==> config.mk <==
export PLATFORM = sky130hd
export DESIGN_NAME = ow_triplet_seq
export DESIGN_NICKNAME = d
export VERILOG_FILES = /design/src/rtl/ow_triplet_pkg.sv /design/src/rtl/ow_triplet_decide.sv /design/src/rtl/ow_triplet_ctrl.sv /design/src/rtl/ow_triplet_seq.sv
export SDC_FILE = /design/constraint.sdc
export NUM_CORES = 1
export LEC_CHECK = 0
export BUFFER_PORTS_ARGS = -buffer_cell sky130_fd_sc_hd__buf_4
export CORE_AREA = 2 2 39 41
export CTS_CLUSTER_DIAMETER = 100
export CTS_CLUSTER_SIZE = 16
export DETAILED_ROUTE_END_ITERATION = 10
export DIE_AREA = 0 0 41 43
export GPL_TIMING_DRIVEN = 0
export PLACE_DENSITY_LB_ADDON = 0.25
export SYNTH_ARGS = -nofsm -noshare
export SYNTH_HDL_FRONTEND = slang
export SYNTH_SLANG_ARGS = --single-unit
export TNS_END_PERCENT = 100
==> constraint.sdc <==
create_clock -name clk -period 4.45 [get_ports clk]
set_clock_uncertainty 0.15 [all_clocks]
set_input_delay 0 -clock clk [delete_from_list [all_inputs] [get_ports clk]]
set_output_delay 0 -clock clk [all_outputs]
set_load 0.005 [all_outputs]
==> src/rtl/ow_triplet_pkg.sv <==
package ow_triplet_pkg;

    localparam int CODE_W = 3;

    typedef enum logic [1:0] {
        ST_IDLE   = 2'd0,
        ST_RD_ID  = 2'd1,
        ST_RD_CMP = 2'd2,
        ST_WR_DIR = 2'd3
    } step_state_e;

    typedef struct packed {
        logic dir;
        logic cmp;
        logic id;
    } step_code_t;

    localparam step_code_t CODE_NO_DEVICE = '{dir: 1'b0, cmp: 1'b1, id: 1'b1};

endpackage

==> src/rtl/ow_triplet_decide.sv <==
module ow_triplet_decide
    import ow_triplet_pkg::*;
(
    input  logic       id_bit_i,
    input  logic       cmp_bit_i,
    input  logic       pref_dir_i,
    output logic       no_device_o,
    output logic       dir_o,
    output step_code_t code_o
);

    always_comb begin
        no_device_o = id_bit_i & cmp_bit_i;
        if (id_bit_i == cmp_bit_i) begin
            // disagreement (00) follows the caller; 11 is the abort case
            dir_o = no_device_o ? 1'b0 : pref_dir_i;
        end else begin
            dir_o = id_bit_i;
        end
        code_o.id  = id_bit_i;
        code_o.cmp = cmp_bit_i;
        code_o.dir = dir_o;
    end

endmodule

==> src/rtl/ow_triplet_ctrl.sv <==
module ow_triplet_ctrl
    import ow_triplet_pkg::*;
(
    input  logic       clk,
    input  logic       rst_n,
    input  logic       start_i,
    input  logic       pref_dir_i,
    input  logic       slot_ack_i,
    input  logic       slot_rbit_i,
    input  logic       dec_no_device_i,
    input  logic       dec_dir_i,
    input  step_code_t dec_code_i,
    output logic       dec_id_o,
    output logic       dec_cmp_o,
    output logic       dec_pref_o,
    output logic       done_o,
    output step_code_t result_o,
    output logic       slot_req_o,
    output logic       slot_write_o,
    output logic       slot_wbit_o
);

    typedef struct packed {
        step_state_e st;
        logic        id;
        logic        pref;
        logic        dir;
        logic        done;
        step_code_t  res;
    } ctrl_t;

    ctrl_t r_q, r_d;

    // decision sees the latched ID bit and the complement bit live on its ack
    assign dec_id_o   = r_q.id;
    assign dec_cmp_o  = slot_rbit_i;
    assign dec_pref_o = r_q.pref;

    always_comb begin
        r_d      = r_q;
        r_d.done = 1'b0;
        unique case (r_q.st)
            ST_IDLE: begin
                if (start_i) begin
                    r_d.pref = pref_dir_i;
                    r_d.st   = ST_RD_ID;
                end
            end
            ST_RD_ID: begin
                if (slot_ack_i) begin
                    r_d.id = slot_rbit_i;
                    r_d.st = ST_RD_CMP;
                end
            end
            ST_RD_CMP: begin
                if (slot_ack_i) begin
                    if (dec_no_device_i) begin
                        r_d.res  = dec_code_i;
                        r_d.done = 1'b1;
                        r_d.st   = ST_IDLE;
                    end else begin
                        r_d.dir = dec_dir_i;
                        r_d.res = dec_code_i;
                        r_d.st  = ST_WR_DIR;
                    end
                end
            end
            ST_WR_DIR: begin
                if (slot_ack_i) begin
                    r_d.done = 1'b1;
                    r_d.st   = ST_IDLE;
                end
            end
            default: r_d.st = ST_IDLE;
        endcase
    end

    // the code is staged in r_q.res before the write, so result_o is muxed
    // to the previous value until the step finishes
    step_code_t shown_q, shown_d;

    always_comb begin
        shown_d = shown_q;
        if (r_d.done) shown_d = r_d.res;
    end

    always_ff @(posedge clk) begin
        if (!rst_n) begin
            r_q     <= '{st: ST_IDLE, id: 1'b0, pref: 1'b0, dir: 1'b0,
                         done: 1'b0, res: '0};
            shown_q <= '0;
        end else begin
            r_q     <= r_d;
            shown_q <= shown_d;
        end
    end

    assign done_o       = r_q.done;
    assign result_o     = shown_q;
    assign slot_req_o   = (r_q.st != ST_IDLE);
    assign slot_write_o = (r_q.st == ST_WR_DIR);
    assign slot_wbit_o  = (r_q.st == ST_WR_DIR) ? r_q.dir : 1'b0;

endmodule

==> src/rtl/ow_triplet_seq.sv <==
module ow_triplet_seq
    import ow_triplet_pkg::*;
(
    input  logic              clk,
    input  logic              rst_n,
    input  logic              start_i,
    input  logic              pref_dir_i,
    output logic              done_o,
    output logic [CODE_W-1:0] result_o,
    output logic              slot_req_o,
    output logic              slot_write_o,
    output logic              slot_wbit_o,
    input  logic              slot_ack_i,
    input  logic              slot_rbit_i
);

    logic       dec_id, dec_cmp, dec_pref, dec_no_dev, dec_dir;
    step_code_t dec_code, res;

    ow_triplet_decide u_decide (
        .id_bit_i    (dec_id),
        .cmp_bit_i   (dec_cmp),
        .pref_dir_i  (dec_pref),
        .no_device_o (dec_no_dev),
        .dir_o       (dec_dir),
        .code_o      (dec_code)
    );

    ow_triplet_ctrl u_ctrl (
        .clk             (clk),
        .rst_n           (rst_n),
        .start_i         (start_i),
        .pref_dir_i      (pref_dir_i),
        .slot_ack_i      (slot_ack_i),
        .slot_rbit_i     (slot_rbit_i),
        .dec_no_device_i (dec_no_dev),
        .dec_dir_i       (dec_dir),
        .dec_code_i      (dec_code),
        .dec_id_o        (dec_id),
        .dec_cmp_o       (dec_cmp),
        .dec_pref_o      (dec_pref),
        .done_o          (done_o),
        .result_o        (res),
        .slot_req_o      (slot_req_o),
        .slot_write_o    (slot_write_o),
        .slot_wbit_o     (slot_wbit_o)
    );

    assign result_o = res;

endmodule

# --- After elaboration in Yosys (flattened, before gate mapping) ---
# Cells that the tools add are included.
word_totals:
  register_bits: 12
  in_bits: 6
  out_inout_bits: 7
  word_cells: 41
op_classes:
  eq_ne: 8
  mux: 14
  n_bitwise: 2
  reduce_logical: 6
op_table:
  columns: ["operator", "n"]
  rows:
  - ["2-bit 2-to-1 mux", 4]
  - ["2-bit case mux with 4 select lines", 1]
  - ["3-bit 2-to-1 mux", 2]
  - ["2-bit != test (second input constant)", 3]
  - ["1-bit 2-to-1 mux", 5]
  - ["2-bit equality test (second input constant)", 2]
  - ["4-bit 2-to-1 mux", 1]
  - ["2-bit AND reduction", 2]
  - ["4-bit AND reduction", 1]
  - ["3-bit AND reduction", 1]
  - ["2-bit by 1-bit equality test with 1-bit output (second input constant)", 1]
  - ["2-bit logical NOT", 1]
  - ["2-bit by 1-bit != test with 1-bit output (second input constant)", 1]
  - ["1-bit case mux with 2 select lines", 1]
  - ["2-bit nonzero test", 1]
  - ["1-bit AND", 1]
  - ["1-bit equality test", 1]
  - ["1-bit NOT", 1]

# --- Depth between registers and ports, before layout ---
# Gate-level depths: netlist of run 1.
logic_depth:
  word_depth: 5
  depth_mapped: 5
  ltp_nobuf: 4

# --- Modules after synthesis ---
# From an unflattened synthesis of run 1, not the netlist that was laid out.
unflattened:
  cells_unflattened: 61
  hier_area_um2: 599.3
modules_own_cells:
  columns: ["mod", "instances", "cells_per_inst", "area_per_inst_um2", "seq_area_each_um2"]
  rows:
  - ["ow_triplet_ctrl", 1, 54, 545.5, 240.2]
  - ["ow_triplet_decide", 1, 7, 53.8, 0.0]

# --- Least setup slack after synthesis of run 1 ---
# Ideal clock, no wire load.
synth_timing:
  kind: "register to register"
  startpoint: "reg u_ctrl.r_q (netlist bit u_ctrl.dec_id_o)"
  endpoint: "reg u_ctrl.shown_q (netlist bit u_ctrl.result_o[2])"
  setup_time_ps: 92
  arrival_time_ps: 1195
  required_time_ps: 4208
  setup_slack_ps: 3012
  path_stages_with_launch: 5
  n_path_buf: 0
  synth_period_minus_slack_ps: 1438
  cell_sequence: "dfxtp_1 -> ha_1 -> nor3b_1 -> a211oi_1 -> o32ai_1"
synth_between:
  elab_chain_cells: 5
  elab_cells_between_ends: 8
  cone_classes: "eq/ne (1); mux (6); bitwise (1)"
synth_lines:
  columns: ["item", "line_no", "source"]
  rows:
  - ["start, declared", "ow_triplet_ctrl.sv:32", "ctrl_t r_q, r_d;"]
  - ["start signal, assigned", "ow_triplet_ctrl.sv:89", "r_q <= '{st: ST_IDLE, id: 1'b0, pref: 1'b0, dir: 1'b0,"]
  - ["start signal, assigned", "ow_triplet_ctrl.sv:93", "r_q <= r_d;"]
  - ["1-bit AND", "ow_triplet_decide.sv:13", "no_device_o = id_bit_i & cmp_bit_i;"]
  - ["1-bit 2-to-1 mux", "ow_triplet_decide.sv:16", "dir_o = no_device_o ? 1'b0 : pref_dir_i;"]
  - ["1-bit 2-to-1 mux", "ow_triplet_decide.sv:14", "if (id_bit_i == cmp_bit_i) begin"]
  - ["4-bit 2-to-1 mux *", "ow_triplet_ctrl.sv:56", "if (slot_ack_i) begin"]
  - ["3-bit 2-to-1 mux", "ow_triplet_ctrl.sv:42", "unique case (r_q.st)"]
  - ["end signal, assigned", "ow_triplet_ctrl.sv:94", "shown_q <= shown_d;"]
  - ["end, declared", "ow_triplet_ctrl.sv:80", "step_code_t shown_q, shown_d;"]
# Mark *: on every way between the ends. The rest lies on a longest branch, timed or not.
# A chain may end at the register's enable or synchronous reset.

# --- Worst setup path after layout of run 1 ---
layout_timing:
  startpoint: "reg u_ctrl.r_q[8] in the netlist's numbering"
  endpoint: "reg u_ctrl.r_q (netlist bit u_ctrl.dec_pref_o)"
layout_between:
  elab_chain_cells: 2
layout_lines:
  columns: ["item", "line_no"]
  rows:
  - ["2-bit logical NOT", "ow_triplet_ctrl.sv:42"]
  - ["2-bit AND reduction (no source line)", null]
# Every way passes these cells.

==> results of run 1 <==
## cell usage in the layout, fill, tap and decap left out, drive strengths merged, types with 2 or more instances in the layout
| cell type | instances |
|---|---|
| nor2 | 2 |
| a21boi | 2 |
| nand3b | 2 |
| a21oi | 2 |
| o211a | 3 |
| nor2b | 4 |
| dlygate4sd3 | 6 |
| o21ai | 4 |
| dfxtp | 12 |
| mux2i | 3 |
| ha | 2 |
| inv | 3 |
| clkbuf | 5 |
| nor3b | 2 |
| nand2 | 5 |
| buf | 14 |
## critical path: cells and delay by family, from the launching register on
kind	cells	cell delay (ps)
buffers and inverters	3	1250
flip-flops	1	290
AND/OR/NAND/NOR	2	220
AO/OA/AOI/OAI	1	110
## per-stage QoR
step / power [mW] / utilization [%] / setup slack, ps / hold WS, ps
2_1_floorplan: 0.135 / - / 3010 / -39.3
3_3_place_gp: 0.146 / 47.5 / 2870 / 69.9
3_5_place_dp: 0.146 / 47.5 / 2860 / 70.9
4_1_cts: 0.238 / 54.4 / 2350 / 11.6
5_1_grt: 0.245 / 54.4 / 2250 / 65.5
6_report: 0.236 / 54.4 / 2370 / 4.37
## power by group through the flow
stage	clock [mW]	combinational, mW	sequential (mW)
finish	0.0876	0.0347	0.113
global route	0.0928	0.0389	0.114
CTS	0.0894	0.0348	0.113
detailed placement	0	0.0303	0.116
global placement	0	0.0300	0.116
floorplan	0	0.0195	0.115
## metal layers
layer  vias to the layer above  wire [um]
met2                        11        420
met5                         -          0
met3                         5         55
met1                       210        429
li1                        244          -
met4                         0         48
## cell families (layout without fill, tap and decap cells)
group                    count (synthesis)  in the layout
AO/OA/AOI/OAI                           15             15
adder cells (fa/ha/maj)                  2              2
buffers and inverters                    6             28
flip-flops                              12             12
multiplexers                             3              3
AND/OR/NAND/NOR                         18             18
## layout make-up
cell class / instances / area, sq um / area share, %
clock buffer: 4 / 36.3 / 4.82
inverter: 3 / 11.3 / 1.50
timing repair buffer: 18 / 150 / 19.9
sequential: 12 / 240 / 31.9
tap: 16 / 20.0 / 2.66
multi-input combinational: 38 / 275 / 36.5
buffer: 3 / 20.0 / 2.66
## path summary, 6_finish.rpt
check,depth (start not counted),start,to
setup / recovery,6,u_ctrl.r_q[8],u_ctrl.dec_pref_o
hold / removal,4,start_i,u_ctrl.r_q[7]
hold reg to reg,2,u_ctrl.result_o[2],u_ctrl.result_o[2]
setup reg to reg,6,u_ctrl.r_q[8],u_ctrl.dec_pref_o
## registers in the layout (all words and copies together), names as in the netlist
| register | count |
|---|---|
| u_ctrl.r_q | 6 |
| u_ctrl.result_o | 3 |
| u_ctrl.dec_id_o | 1 |
| u_ctrl.dec_pref_o | 1 |
| u_ctrl.done_o | 1 |
==> impl_metrics.csv, run 1 <==
group,metric,value,unit
worst_setup_path,worst_path_largest_cell_delay,550,ps
drt,routed_via_density,5.00,
power,p_per_area,313,mW/mm^2
timing,slew_violations,0,
worst_setup_path,r2r_setup_slack,2370,ps
place,place_area,657,sq um
finish,antenna_cells,0,
finish,final_area,753,sq um
drt,totalWireLength,953,um
synthesis,synth_area,547,sq um
clock_tree,cts-root-buf,"clkbuf_4",
die,chipHeight,43,um
global_route,grtUsageMet2,18.1,%
finish,nets,87,
clock_tree,cts_tree,"yes",
synthesis,synth_top_area_share,43.9,%
timing,final.period_utilization,46.9,%
die,core,0.00138,sq mm
finish,fin_cells,94,
place,dp_cells,84,
synthesis,async_flop_share,0,%
synthesis,synth_nets,64,
die,die_x,41,um
drt,ant_nets,0,
timing,setup_viol,0,
power,irDropWorstVdd,0.181,mV
synthesis,synth_seq_area_share,43.9,%
global_route,grt_overflow_total,0,
worst_setup_path,cp.arrival,2170,ps
synthesis,yosysMostFrequentCell,"dfxtp_1",
timing,fmax,480,MHz
status,status,"finished, final reports clean",
synthesis,synthFlopType,"dfxtp_1",
die,start_util,39.5,%
drt,drt_iter0_drc,5,
global_route,first_global_vias,389,
die,die-area,0.00176,sq mm
clock_tree,cts_resized,0,
place,dpl.hpwl,667,um
worst_setup_path,cp_data_required_time,4530,ps
synthesis,synth.avg_cell_area,9.76,sq um
global_route,use_met1,16.8,%
timing,rsz0062_at_grt,"no",
min_path,hold_path_class,"in2reg",
synthesis,synthTopCellsByCount,"dfxtp_1 (12), nand2_1 (5), nor2b_1 (4)",
drt,first_pass_iters,2,
worst_setup_path,cp_max_fo,9,
synthesis,yosysWarningCount,0,
job,maxCapViolCount,0,
die,fp-row-count,14,
worst_setup_path,critPathSlowestCell,"dlygate4sd3_1",
synthesis,synth_fa_ha_area_share,4.58,%
clock_tree,cts.sinks,12,
die,io_pins,13,
drt,wl_per_cell,10.1,um
worst_setup_path,startpoint_type,"register",
timing,slew_headroom,72.9,%
power,seq_power_share,48.1,%
synthesis,synth_cells,56,
place,routabilityCongestion,0.679,
place,io_buffers,12,
clock_tree,clk_pin_slew,80,ps
finish,syn2layout_area_growth,37.8,%
power,pwr-share-clk,37.2,%
timing,worst_pin_slew,407,ps
timing,finalSetupTns,0,ps
power,p_leak,0.395,nW
synthesis,synth_area_leaders,"dfxtp_1 (44%), mux2i_1 (5.5%), o211a_1 (5.5%), ha_1 (4.6%), nor2b_1 (4.6%)",
clock_tree,hold_buffers,6,
power,sw_frac_of_total,23.2,%
timing,post-route-min-period,2080,ps
synthesis,yosys.area_share.xor_xnor,0,%
global_route,use_met3,3.14,%
synthesis,synth_compound_area_share,19.9,%
clock_tree,cts_buffers,3,
worst_setup_path,crit_type,"reg2reg",
synthesis,synth_edf_count,0,
global_route,antenna_found_initial,0,
synthesis,synth.largest_area_cell,"dfxtp_1",
synthesis,synthMuxAreaShare,5.49,%
global_route,grt_max_degree,11,
timing,hold_viol,0,
worst_setup_path,end_kind,"register",
synthesis,synth_cell_type_count,25,
power,p_comb_share,14.7,%
power,p_int,0.181,mW
finish,drive_above_1_share,24.4,%
clock_tree,postCtsSetupRepairBufs,0,
finish,n_fill_cell,135,
worst_setup_path,crit_chain,"buf_2 > nor2_1 > nand3_1 > dlygate4sd3_1 > a21boi_1 > dlygate4sd3_1",
synthesis,synthSimpleGateAreaFrac,20.4,%
drt,vias,470,
global_route,grtUsageTotal,13.8,%
power,p_switching,0.0547,mW
global_route,grt_pass1_wl,1570,um
global_route,top_usage_layer,"met2",
synthesis,synth_top_family_by_area,"simple AND/OR/NAND/NOR gates",
worst_setup_path,crit_top_cell,"dlygate4sd3_1",
clock_tree,clockBufferDepth,2,
synthesis,synth.ff_latch_count,12,
drt,drc_errors,0,
clock_tree,clk_latency,280,ps
clock_tree,htreeDepth,1,
Power figures use the tool's default switching activity.
==> inputs of run 2 (changes only) <==
Clock period 4.45 ns to 1.8 ns, I/O delays scaled along.
==> impl_metrics.csv, run 2 (synthesis gave the netlist of run 1 again) <==
group,metric,value,unit
status,status,"finished, final reports clean",
clock_tree,cts_tree,"yes",
finish,top_register,"u_ctrl.r_q",
die,io_pins,13,
worst_setup_path,end_kind,"register",
worst_setup_path,startpoint_type,"register",
drt,drc_errors,0,
finish,fin_cells,94,
worst_setup_path,cp_max_fo,6,
clock_tree,postCtsSetupRepairBufs,0,
timing,slew_violations,0,
finish,layout_common_cells,"buf_4 (12), dfxtp_1 (12), dlygate4sd3_1 (6), nand2_1 (5), nor2b_1 (4)",
timing,finalSetupTns,0,ps
worst_setup_path,crit_type,"reg2reg",
global_route,grtUsageTotal,13.7,%
clock_tree,hold_buffers,6,
drt,totalWireLength,960,um
worst_setup_path,cp_data_required_time,1850,ps
die,chipHeight,43,um
min_path,hold_path_class,"in2reg",
drt,vias,469,
place,dp_cells,84,
clock_tree,cts-root-buf,"clkbuf_4",
finish,largest_reg_flops,6,
place,dpl.hpwl,667,um
global_route,first_global_vias,384,
job,maxCapViolCount,0,
drt,ant_nets,0,
timing,rsz0062_at_grt,"no",
timing,worst_pin_slew,409,ps
drt,wl_per_cell,10.2,um
timing,post-route-min-period,1610,ps
die,start_util,39.5,%
clock_tree,clockBufferDepth,2,
clock_tree,cts_resized,0,
timing,hold_viol,0,
finish,drive_above_1_share,24.4,%
worst_setup_path,cp.arrival,1650,ps
die,core,0.00138,sq mm
finish,syn2layout_area_growth,37.8,%
global_route,grt_pass1_wl,1560,um
global_route,grt_max_degree,11,
clock_tree,cts.sinks,12,
timing,final.period_utilization,89.4,%
power,p_leak,0.393,nW
global_route,antenna_found_initial,0,
global_route,grt_overflow_total,0,
timing,fmax,621,MHz
power,p_per_area,773,mW/mm^2
power,irDropWorstVdd,0.447,mV
die,die-area,0.00176,sq mm
place,io_buffers,12,
clock_tree,htreeDepth,1,
finish,nets,87,
drt,routed_via_density,4.99,
clock_tree,clk_pin_slew,80,ps
clock_tree,cts_buffers,3,
die,fp-row-count,14,
finish,antenna_cells,0,
timing,setup_viol,0,
timing,slew_headroom,72.7,%
clock_tree,clk_latency,280,ps
die,die_x,41,um
drt,first_pass_iters,2,
drt,drt_iter0_drc,5,
place,routabilityCongestion,0.679,
-- run 2: path summary, 6_finish.rpt --
path	startpoint	end	slack, ps	cells after the start
worst max-delay path	u_ctrl.dec_id_o	u_ctrl.result_o[2]	190	4
worst min-delay path	rst_n	u_ctrl.done_o	320	4
worst max register to register	u_ctrl.dec_id_o	u_ctrl.result_o[2]	190	4
worst min register to register	u_ctrl.result_o[2]	u_ctrl.result_o[2]	320	2
-- run 2: critical path, cell delays in order, from the launching register on --
cell      delay, ps
dfxtp_1         440
ha_1            300
nor3b_1         260
a211oi_1        100
o32ai_1         280
-- run 2: final cells by class --
type                       count  area, sq um
sequential                    12          240
clock buffer                   4         36.3
timing repair buffer          18          150
fill                         135          631
multi-input combinational     38          275
tap                           16         20.0
inverter                       3         11.3
buffer                         3         20.0
-- run 2: stage by stage --
step	util [%]	hold slack (ps)	power, mW	setup WS, ps	instance area [sq um]
floorplan	-	-39.3	0.334	362	547
global placement	47.5	69.9	0.360	223	657
detailed placement	47.5	70.9	0.361	206	657
CTS	54.4	322	0.587	198	753
global route	54.4	357	0.607	40.0	753
finish	54.4	321	0.582	190	753
-- run 2: metal layers --
metal | share of wire, % | vias up | GRT usage, % | routed length (um)
li1 | - | 244 | - | -
met2 | 44 | 11 | 17.8 | 427
met1 | 45 | 209 | 16.8 | 434
met3 | 5.2 | 5 | 3.14 | 50
met5 | 0 | - | 0 | 0
met4 | 5.0 | 0 | 14.0 | 48
-- run 2: report_power, final --
| part | internal (mW) | switching, mW | total (mW) | leakage [nW] |
|---|---|---|---|---|
| clock network | 0.123 | 0.0932 | 0.217 | 0.0210 |
| registers | 0.275 | 0.00480 | 0.280 | 0.0974 |
| logic | 0.0481 | 0.0372 | 0.0853 | 0.275 |
| total | 0.447 | 0.135 | 0.582 | 0.393 |
==> inputs of run 3 (changes only) <==
Settings changed: GPL_TIMING_DRIVEN 0 to not set.
==> impl_metrics.csv, run 3 (synthesis gave the netlist of run 1 again) <==
group,metric,value,unit
status,status,"finished, final reports clean",
drt,drc_errors,0,
finish,n_fill_cell,128,
power,seq_power_share,49.8,%
place,routabilityCongestion,0.727,
worst_setup_path,cp.arrival,1690,ps
timing,fmax,600,MHz
worst_setup_path,crit_family,"buffers and inverters",
finish,layout_common_cells,"buf_4 (12), dfxtp_1 (11), dlygate4sd3_1 (7), nand2_1 (5), nor2b_1 (4)",
power,p_switching,0.135,mW
drt,ant_nets,0,
drt,drt_iter0_drc,3,
drt,totalWireLength,1050,um
worst_setup_path,startpoint_type,"register",
power,pwr-share-clk,37.5,%
global_route,grt_overflow_total,0,
finish,fin_cells,92,
worst_setup_path,end_kind,"register",
worst_setup_path,cp_data_required_time,1820,ps
finish,multi_input_area,275,sq um
finish,antenna_cells,0,
power,p_int,0.442,mW
timing,finalSetupTns,0,ps
clock_tree,cts_buffers,3,
global_route,grtUsageTotal,14.8,%
clock_tree,htreeDepth,1,
worst_setup_path,crit_chain,"nand3b_1 > mux2i_1 > nor2b_1 > dlygate4sd3_1",
global_route,antenna_found_initial,0,
finish,drive_above_1_share,23.7,%
timing,hold_viol,0,
drt,wl_per_cell,11.4,um
place,dpl.hpwl,735,um
place,place_area,637,sq um
power,p_per_area,776,mW/mm^2
power,p_leak,0.388,nW
clock_tree,cts.sinks,12,
timing,rsz0062_at_grt,"no",
place,dp_cells,81,
timing,setup_viol,0,
die,start_util,39.5,%
finish,largest_reg_flops,6,
drt,routed_via_density,5.04,
global_route,grt_pass1_wl,1770,um
timing,worst_pin_slew,309,ps
finish,final_area,744,sq um
timing,slew_headroom,79.3,%
clock_tree,clk_latency,280,ps
worst_setup_path,worst_path_largest_cell_delay,550,ps
finish,layout_commonest_cell,"buf_4",
timing,final.period_utilization,92.6,%
die,fp-row-count,14,
clock_tree,cts-root-buf,"clkbuf_4",
finish,syn2layout_area_growth,36.2,%
die,io_pins,13,
power,sw_frac_of_total,23.4,%
clock_tree,cts_tree,"yes",
worst_setup_path,critPathSlowestCell,"dlygate4sd3_1",
power,p_comb_share,12.7,%
power,irDropWorstVdd,0.436,mV
die,core,0.00138,sq mm
drt,vias,464,
job,maxCapViolCount,0,
clock_tree,clk_pin_slew,80,ps
finish,nets,85,
drt,first_pass_iters,4,
die,die_x,41,um
worst_setup_path,crit_type,"reg2reg",
min_path,hold_path_class,"reg2reg",
timing,slew_violations,0,
place,io_buffers,12,
worst_setup_path,cp_max_fo,9,
finish,regArea,241,sq um
die,die-area,0.00176,sq mm
die,chipHeight,43,um
global_route,first_global_vias,459,
clock_tree,clockBufferDepth,2,
worst_setup_path,crit_buf_inv,1,
timing,post-route-min-period,1670,ps
global_route,grt_max_degree,13,
finish,top_register,"u_ctrl.r_q",
run 3: cell count changes in the layout (fill, tap and decap cells not counted):
cell           before  now
buf_2               1    0
buf_6               1    0
clkbuf_1            1    0
dfxtp_1            12   11
dfxtp_2             0    1
dlygate4sd3_1       6    7
run 3: metrics by stage:
stage / hold WS, ps / utilization [%] / setup WS, ps / power (mW)
floorplan: -39.3 / - / 362 / 0.334
CTS: 333 / 53.7 / 47.9 / 0.580
global route: 358 / 53.8 / 38.3 / 0.603
finish: 326 / 53.8 / 133 / 0.578
global placement: 124 / 46.0 / 300 / 0.354
detailed placement: 127 / 46.0 / 215 / 0.356
run 3: layout make-up:
cell class                 instances  share of cell area (%)
timing repair buffer              19                    21.5
sequential                        12                    32.4
clock buffer                       4                    4.87
multi-input combinational         38                    37.0
tap                               16                    2.69
inverter                           3                    1.51
run 3: final timing paths:
check / to / from / slack (ps) / cells past startpoint
max: u_ctrl.dec_id_o / u_ctrl.r_q[7] / 130 / 4
min: u_ctrl.result_o[2] / u_ctrl.result_o[2] / 330 / 2
max reg2reg: u_ctrl.dec_id_o / u_ctrl.r_q[7] / 130 / 4
min reg2reg: u_ctrl.result_o[2] / u_ctrl.result_o[2] / 330 / 2
run 3: worst min-delay path, cell delays in order (launching register included):
cell and delay (ps):
dfxtp_1 310, nand2_1 50, o32ai_1 70
run 3: layer usage:
layer  vias to the layer above  track usage (%)  routed length (um)
met1                       209             17.4                 488
met5                         -                0                   0
met2                        13             22.8                 482
met4                         0             10.0                  23
li1                        239                -                   -
met3                         3             3.14                  51
run 3: timing repair:
item,in CTS,in global routing
resized for setup,0,1
hold buffers,7,0
hold endpoints to repair,12,0
setup endpoints to repair,0,1
setup buffers,0,0
run 3: power groups by stage:
stage | registers [mW] | logic [mW] | clock network, mW
3_5_place_dp | 0.294 | 0.0619 | 0
6_report | 0.288 | 0.0733 | 0.217
4_1_cts | 0.288 | 0.0741 | 0.218
5_1_grt | 0.290 | 0.0831 | 0.230
3_3_place_gp | 0.293 | 0.0603 | 0
2_1_floorplan | 0.285 | 0.0483 | 0
